## config.mk

```make
export PLATFORM = sky130hd
export DESIGN_NAME = lcdseg_driver
export DESIGN_NICKNAME = d
export VERILOG_FILES = /design/src/rtl/lcdseg_pkg.sv /design/src/rtl/lcdseg_shifter.sv /design/src/rtl/lcdseg_load_ctrl.sv /design/src/rtl/lcdseg_latch.sv /design/src/rtl/lcdseg_driver.sv
export SDC_FILE = /design/constraint.sdc
export NUM_CORES = 1
export LEC_CHECK = 0
export BUFFER_PORTS_ARGS = -buffer_cell sky130_fd_sc_hd__buf_2
export CORE_UTILIZATION = 45
export CTS_CLUSTER_SIZE = 24
export DETAILED_ROUTE_END_ITERATION = 12
export GPL_TIMING_DRIVEN = 0
export PLACE_DENSITY = 0.65
export SLEW_MARGIN = 10
export SYNTH_ARGS = -nofsm -noshare
export SYNTH_HDL_FRONTEND = slang
export SYNTH_SLANG_ARGS = --single-unit
```

## constraint.sdc

```tcl
create_clock -name clk -period 2.34 [get_ports clk]
set_input_delay 0.468 -clock clk [delete_from_list [all_inputs] [get_ports clk]]
set_output_delay 0.468 -clock clk [all_outputs]
set_load 0.03 [all_outputs]
```

## src/rtl/lcdseg_pkg.sv

```systemverilog
`timescale 1ns/1ps
package lcdseg_pkg;

   typedef enum logic {
      LOAD_IMMEDIATE = 1'b0,
      LOAD_COUNTED   = 1'b1
   } load_mode_e;

   function automatic int unsigned cnt_width(input int unsigned delay);
      int unsigned w;
      w = 1;
      while ((1 << w) <= delay) w++;
      return w;
   endfunction

endpackage

```

## src/rtl/lcdseg_shifter.sv

```systemverilog
`timescale 1ns/1ps
module lcdseg_shifter #(
   parameter int unsigned WIDTH = 46
) (
   input  logic             clk,
   input  logic             rst_n,
   input  logic             din,
   output logic [WIDTH-1:0] chain_o,
   output logic [WIDTH-1:0] chain_next_o,
   output logic             dout_o
);

   generate
      if (WIDTH < 2) begin : g_bad_width
         $error("lcdseg_shifter: WIDTH must be at least 2");
      end
   endgenerate

   logic [WIDTH-1:0] chain_q;
   logic             dout_q;

   assign chain_next_o = {din, chain_q[WIDTH-1:1]};

   always_ff @(posedge clk or negedge rst_n) begin
      if (!rst_n) chain_q <= '0;
      else        chain_q <= chain_next_o;
   end

   always_ff @(negedge clk or negedge rst_n) begin
      if (!rst_n) dout_q <= 1'b0;
      else        dout_q <= chain_q[0];
   end

   assign chain_o = chain_q;
   assign dout_o  = dout_q;

   // every stage advances one position towards stage 0
   a_r1_advance: assert property (@(posedge clk) disable iff (!rst_n)
      1'b1 |=> chain_q[WIDTH-2:0] == $past(chain_q[WIDTH-1:1]));

   // the new bit lands in the top stage
   a_r1_entry: assert property (@(posedge clk) disable iff (!rst_n)
      1'b1 |=> chain_q[WIDTH-1] == $past(din));

   // the falling-edge copy seen at the next rising edge is the bottom stage
   a_r3_cascade: assert property (@(posedge clk) disable iff (!rst_n)
      dout_q == chain_q[0]);

endmodule

```

## src/rtl/lcdseg_load_ctrl.sv

```systemverilog
`timescale 1ns/1ps
module lcdseg_load_ctrl
   import lcdseg_pkg::*;
#(
   parameter int unsigned LOAD_DELAY = 8,
   parameter load_mode_e  LOAD_MODE  = LOAD_COUNTED
) (
   input  logic clk,
   input  logic rst_n,
   input  logic load,
   output logic commit_o
);

   localparam int unsigned CNT_W = cnt_width(LOAD_DELAY);
   localparam logic [CNT_W-1:0] LAST = CNT_W'(LOAD_DELAY - 1);
   localparam logic [CNT_W-1:0] FULL = CNT_W'(LOAD_DELAY);

   generate
      if (LOAD_DELAY < 1) begin : g_bad_delay
         $error("lcdseg_load_ctrl: LOAD_DELAY must be at least 1");
      end

      if (LOAD_MODE == LOAD_COUNTED) begin : g_counted
         logic [CNT_W-1:0] cnt_q;
         logic [CNT_W-1:0] cnt_d;

         always_comb begin
            if (!load)              cnt_d = '0;
            else if (cnt_q != FULL) cnt_d = cnt_q + 1'b1;
            else                    cnt_d = cnt_q;
         end

         always_ff @(posedge clk or negedge rst_n) begin
            if (!rst_n) cnt_q <= '0;
            else        cnt_q <= cnt_d;
         end

         assign commit_o = load && (cnt_q == LAST);

         // a low load level always restarts the count
         a_r7_restart: assert property (@(posedge clk) disable iff (!rst_n)
            !load |=> cnt_q == '0);

         // one commit per load pulse
         a_r8_single: assert property (@(posedge clk) disable iff (!rst_n)
            commit_o |=> !commit_o);

         // count never passes the saturation point
         a_r6_bounded: assert property (@(posedge clk) disable iff (!rst_n)
            cnt_q <= FULL);
      end else begin : g_immediate
         assign commit_o = load;
      end
   endgenerate

endmodule

```

## src/rtl/lcdseg_latch.sv

```systemverilog
`timescale 1ns/1ps
module lcdseg_latch #(
   parameter int unsigned WIDTH = 46
) (
   input  logic             clk,
   input  logic             rst_n,
   input  logic             commit,
   input  logic [WIDTH-1:0] word_in,
   input  logic             bp,
   output logic [WIDTH-1:0] latch_o,
   output logic [WIDTH-1:0] seg_o
);

   logic [WIDTH-1:0] latch_q;

   always_ff @(posedge clk or negedge rst_n) begin
      if (!rst_n)      latch_q <= '0;
      else if (commit) latch_q <= word_in;
   end

   for (genvar i = 0; i < WIDTH; i++) begin : g_seg
      assign seg_o[i] = latch_q[i] ^ bp;
   end

   assign latch_o = latch_q;

   // no commit, no change
   a_r9_hold: assert property (@(posedge clk) disable iff (!rst_n)
      !commit |=> $stable(latch_q));

endmodule

```

## src/rtl/lcdseg_driver.sv

```systemverilog
`timescale 1ns/1ps
module lcdseg_driver
   import lcdseg_pkg::*;
#(
   parameter int unsigned SEG_COUNT  = 46,
   parameter int unsigned LOAD_DELAY = 8,
   parameter load_mode_e  LOAD_MODE  = LOAD_COUNTED
) (
   input  logic                 clk,
   input  logic                 rst_n,
   input  logic                 ser_din,
   input  logic                 load,
   input  logic                 backplane,
   output logic                 ser_dout,
   output logic [SEG_COUNT-1:0] seg
);

   logic [SEG_COUNT-1:0] chain;
   logic [SEG_COUNT-1:0] chain_next;
   logic [SEG_COUNT-1:0] word;
   logic [SEG_COUNT-1:0] latch;
   logic                 commit;

   lcdseg_shifter #(.WIDTH(SEG_COUNT)) u_shift (
      .clk          (clk),
      .rst_n        (rst_n),
      .din          (ser_din),
      .chain_o      (chain),
      .chain_next_o (chain_next),
      .dout_o       (ser_dout)
   );

   lcdseg_load_ctrl #(.LOAD_DELAY(LOAD_DELAY), .LOAD_MODE(LOAD_MODE)) u_ctrl (
      .clk      (clk),
      .rst_n    (rst_n),
      .load     (load),
      .commit_o (commit)
   );

   generate
      if (LOAD_MODE == LOAD_COUNTED) begin : g_word_post
         assign word = chain_next;
      end else begin : g_word_pre
         assign word = chain;
      end
   endgenerate

   lcdseg_latch #(.WIDTH(SEG_COUNT)) u_latch (
      .clk     (clk),
      .rst_n   (rst_n),
      .commit  (commit),
      .word_in (word),
      .bp      (backplane),
      .latch_o (latch),
      .seg_o   (seg)
   );

   // the latch takes the word presented on the commit edge
   a_r6_capture: assert property (@(posedge clk) disable iff (!rst_n)
      commit |=> latch == $past(word));

   // in counted mode a commit needs load high on the edge before too
   generate
      if (LOAD_MODE == LOAD_COUNTED && LOAD_DELAY > 1) begin : g_chk_run
         a_r6_run: assert property (@(posedge clk) disable iff (!rst_n)
            $rose(load) |-> !commit);
      end
   endgenerate

endmodule

```

After elaboration in Yosys (flattened, before gate mapping)
Cells that the tools add are included.
{ "totals": {"ff_bits": 97, "input_bits": 5, "output_inout_bits": 47} }
{ "classes": {"n_addsub": 1, "n_eq_ne": 3, "n_mux": 2, "n_bitwise": 46, "reduce_logical": 1} }
{ "ops": {"columns": ["cell", "count"], "rows": [
  ["1-bit bitwise XOR", 46],
  ["4-bit two-way mux", 2],
  ["4-bit by 1-bit adder with 4-bit output, second input constant", 1],
  ["4-bit by 3-bit equality test with 1-bit output, second input constant", 1],
  ["4-bit != test, second input constant", 1],
  ["2-bit by 1-bit != test with 1-bit output, second input constant", 1],
  ["1-bit logical AND", 1]
]} }

Logic depth before layout (Yosys ltp)
{ "logic_depth": {"word_depth": 3, "mapped_depth": 5} }

Hierarchy
A second synthesis with hierarchy kept.
{ "hier_totals": {"cells_unflattened": 262, "hier_area_um2": 4121.5} }
{ "by_module_without_submodules": {"columns": ["module", "n_inst", "cells_each", "area_each_um2"], "rows": [
  ["lcdseg_latch", 1, 148, 2366.0],
  ["lcdseg_shifter", 1, 93, 1521.5],
  ["lcdseg_load_ctrl", 1, 21, 234.0]
]} }

==> flow_summary.yaml <==
sta:
  maxSlewViolCount: 0
  hold_viol_final: 0
  finalWorstSetupSlack_ps: -159
  finClkSkew_ps: 12.9
  grt_setup_unrepaired: "true"
  worst_pin_slew_ps: 564
  relSlewSlack_pct: 62.4
  setup_violations: 1
logic_synthesis:
  yosys_register_bits: 97
  synth.most_common_cell: "dfrtp_1"
  yosys.area.top_type_share_pct: 64.3
  synth_cell_types: 20
  syn-instance-count: 216
  ys_async_sr_fraction_pct: 100
  postSynthAreaPerCell_um2: 17.3
  synth_flop_cell: "dfrtp_1"
  synth-edff-count: 0
  synthesis.nets: 223
  yosys-top-cells-count: "96 x dfrtp_1, 46 x xor2_1, 40 x mux2_4"
  yosysSeqAreaShare_pct: 65.0
  yosys_warnings: 0
  synth_top_area_cell: "dfrtp_1"
  synth.area.top_cells: "dfrtp_1 64%, mux2_4 16%, xor2_1 11%, buf_12 2.1%, mux2_2 1.8%"
  syn-cell-area_um2: 3730
worst_setup_path:
  crit_path_start_kind: "register"
  end_kind: "output port"
  required_ps: 1870
  startpoint: "u_shift.dout_o$_DFF_NN0_"
  critical_path.cell_chain: "buf_6"
  worstPathMaxFanout: 1
  critical_path_buf_inv_count: 1
  r2r_start: "u_shift.chain_o[0]$_DFF_PN0_"
  crit_arrival_ps: 2030
  path_delay_family: "flip-flops"
  cp_slowest_cell: "dfrtn_1"
  crit_type: "reg2out"
  critical-path-max-stage-delay_ps: 400
floorplan:
  initial_core_util_pct: 47.3
  fp.dieH_um: 93.1
  rows: 32
  core_um2: 7890
  ios: 52
  die-area_um2: 8660
  die_w_um: 93.1
clock_tree:
  cts_setup_buffers: 0
  clockRootBuffer: "clkbuf_8"
  insertion_delay_ps: 340
  cts_buffer_depth: 2
  h-tree-depth: 3
  cts_tree: "built"
  cts_buffers: 9
  cts.sinks: 97
  clk_pin_slew_worst_paths_ps: 90
detailed_routing:
  drt_iter0_drc: 46
  drt-total-wl_um: 5420
  drcViolationCount: 0
  vias: 1772
  routedWlPerCell_um: 14.1
  dr.pass1.iters: 4
  ant_nets: 0
  vias_per_cell: 4.61
final_layout:
  n_antenna_cell: 0
  area_delta_synth_final_pct: 17.2
  fin_nets: 285
  final_cell_area_um2: 4380
  drive_gt1_share_pct: 43.3
  final_util_pct: 55.5
run_status:
  violations: "setup timing"
  outcome: "finished with violations"
power_and_ir_drop:
  vdd_ir_drop_max_v: 0.000351
  p_leak_nw: 2.35
  power_density_nw_per_um2: 788
grt:
  grt_max_degree: 55
  grt_pass1_vias: 1787
  antenna_found_initial: 0
  grt_pass1_wl_um: 9060
  grt_util_all_layers_pct: 14.0
  overflow: 0
placement:
  hpwl_um: 3470
  gp_congestion: 0.670
  port_buffers: 50
  placedInstanceArea_um2: 4140
run:
  cap_violations: 0
worst_hold_path:
  hold_class: "in2async"
[layout by cell type (no fill, tap or decap)]
cell type / instances
a21oi_1: 1
and2_1: 2
buf_12: 4
buf_16: 1
buf_2: 53
buf_4: 1
buf_6: 2
bufinv_16: 2
clkbuf_8: 11
clkinv_4: 1
clkinvlp_4: 1
dfrtn_1: 1
dfrtp_1: 96
ha_1: 2
inv_1: 2
mux2_2: 6
mux2_4: 40
mux2i_1: 1
nand2_1: 1
nand3_1: 2
nand3b_1: 1
nand4b_1: 1
nor2b_1: 1
o21ai_0: 1
xnor2_1: 2
xor2_1: 46
[cell type report]
class	count	area, um^2
Buffer	10	116
Clock buffer	11	151
Clock inverter	4	76.3
Fill cell	642	3510
Inverter	2	7.51
Multi-Input combinational cell	107	1180
Sequential cell	97	2430
Tap cell	102	128
Timing Repair Buffer	51	287
[state kept, by name (all words and copies together) (netlist names)]
signal                  cells
u_latch.latch_o            46
u_shift.chain_o            46
u_ctrl.g_counted.cnt_q      4
u_shift.dout_o              1
[cells by family (layout without fill, tap and decap cells)]
kind of cell	count (synthesis)	in the layout	share of synthesized area [%]
muxes	47	47	18.2
and+or+nand+nor	8	8	1.31
adders and majority gates	2	2	0.670
AOI/OAI and AO/OA	2	2	0.268
xor gates and xnor gates	48	48	11.3
DFF	97	97	65.0
buffers and inverters	12	78	3.32
[metal layers]
metal  up-vias  share of wire [%]  GRT usage [%]
met5         -                  0              0
met4         0                1.1           6.92
met3         5                3.1           3.33
met2        32                 45           19.6
met1       900                 50           20.3
li1        835                  -              -
[power breakdown]
group	total (mW)	internal, mW	switching, mW
clock	1.19	0.657	0.536
sequential	1.81	1.76	0.0541
combinational	0.441	0.153	0.288
[metrics by stage]
stage	cells	setup slack (ps)	hold slack, ps	TNS (ps)	power (mW)
after detailed placement	369	156	357	0	2.29
final	384	-159	109	-159	3.45
after CTS	384	-178	112	-178	3.50
after global routing	384	-198	140	-198	3.61
after floorplan	216	169	172	0	2.14
after global placement	368	-1170	356	-12090	2.28
[timing repair]
item | CTS | global route
gates resized for setup | 2 | 0
endpoints found under the hold margin | 0 | 0
endpoints found under the setup margin | 1 | 1
hold buffers | 0 | 0
[final timing paths]
path,endpoint,slack (ps),cells past startpoint
min in group clk,u_shift.chain_o[45]$_DFF_PN0_,240,1
worst min register to register,u_shift.chain_o[34]$_DFF_PN0_,370,0
worst max-delay path,ser_dout,-160,1
max in group asynchronous,u_shift.dout_o$_DFF_NN0_,760,1
worst max register to register,u_shift.dout_o$_DFF_NN0_,650,0
worst min-delay path,u_latch.latch_o[7]$_DFFE_PN0P_,110,1
Power figures use the tool's default switching activity.
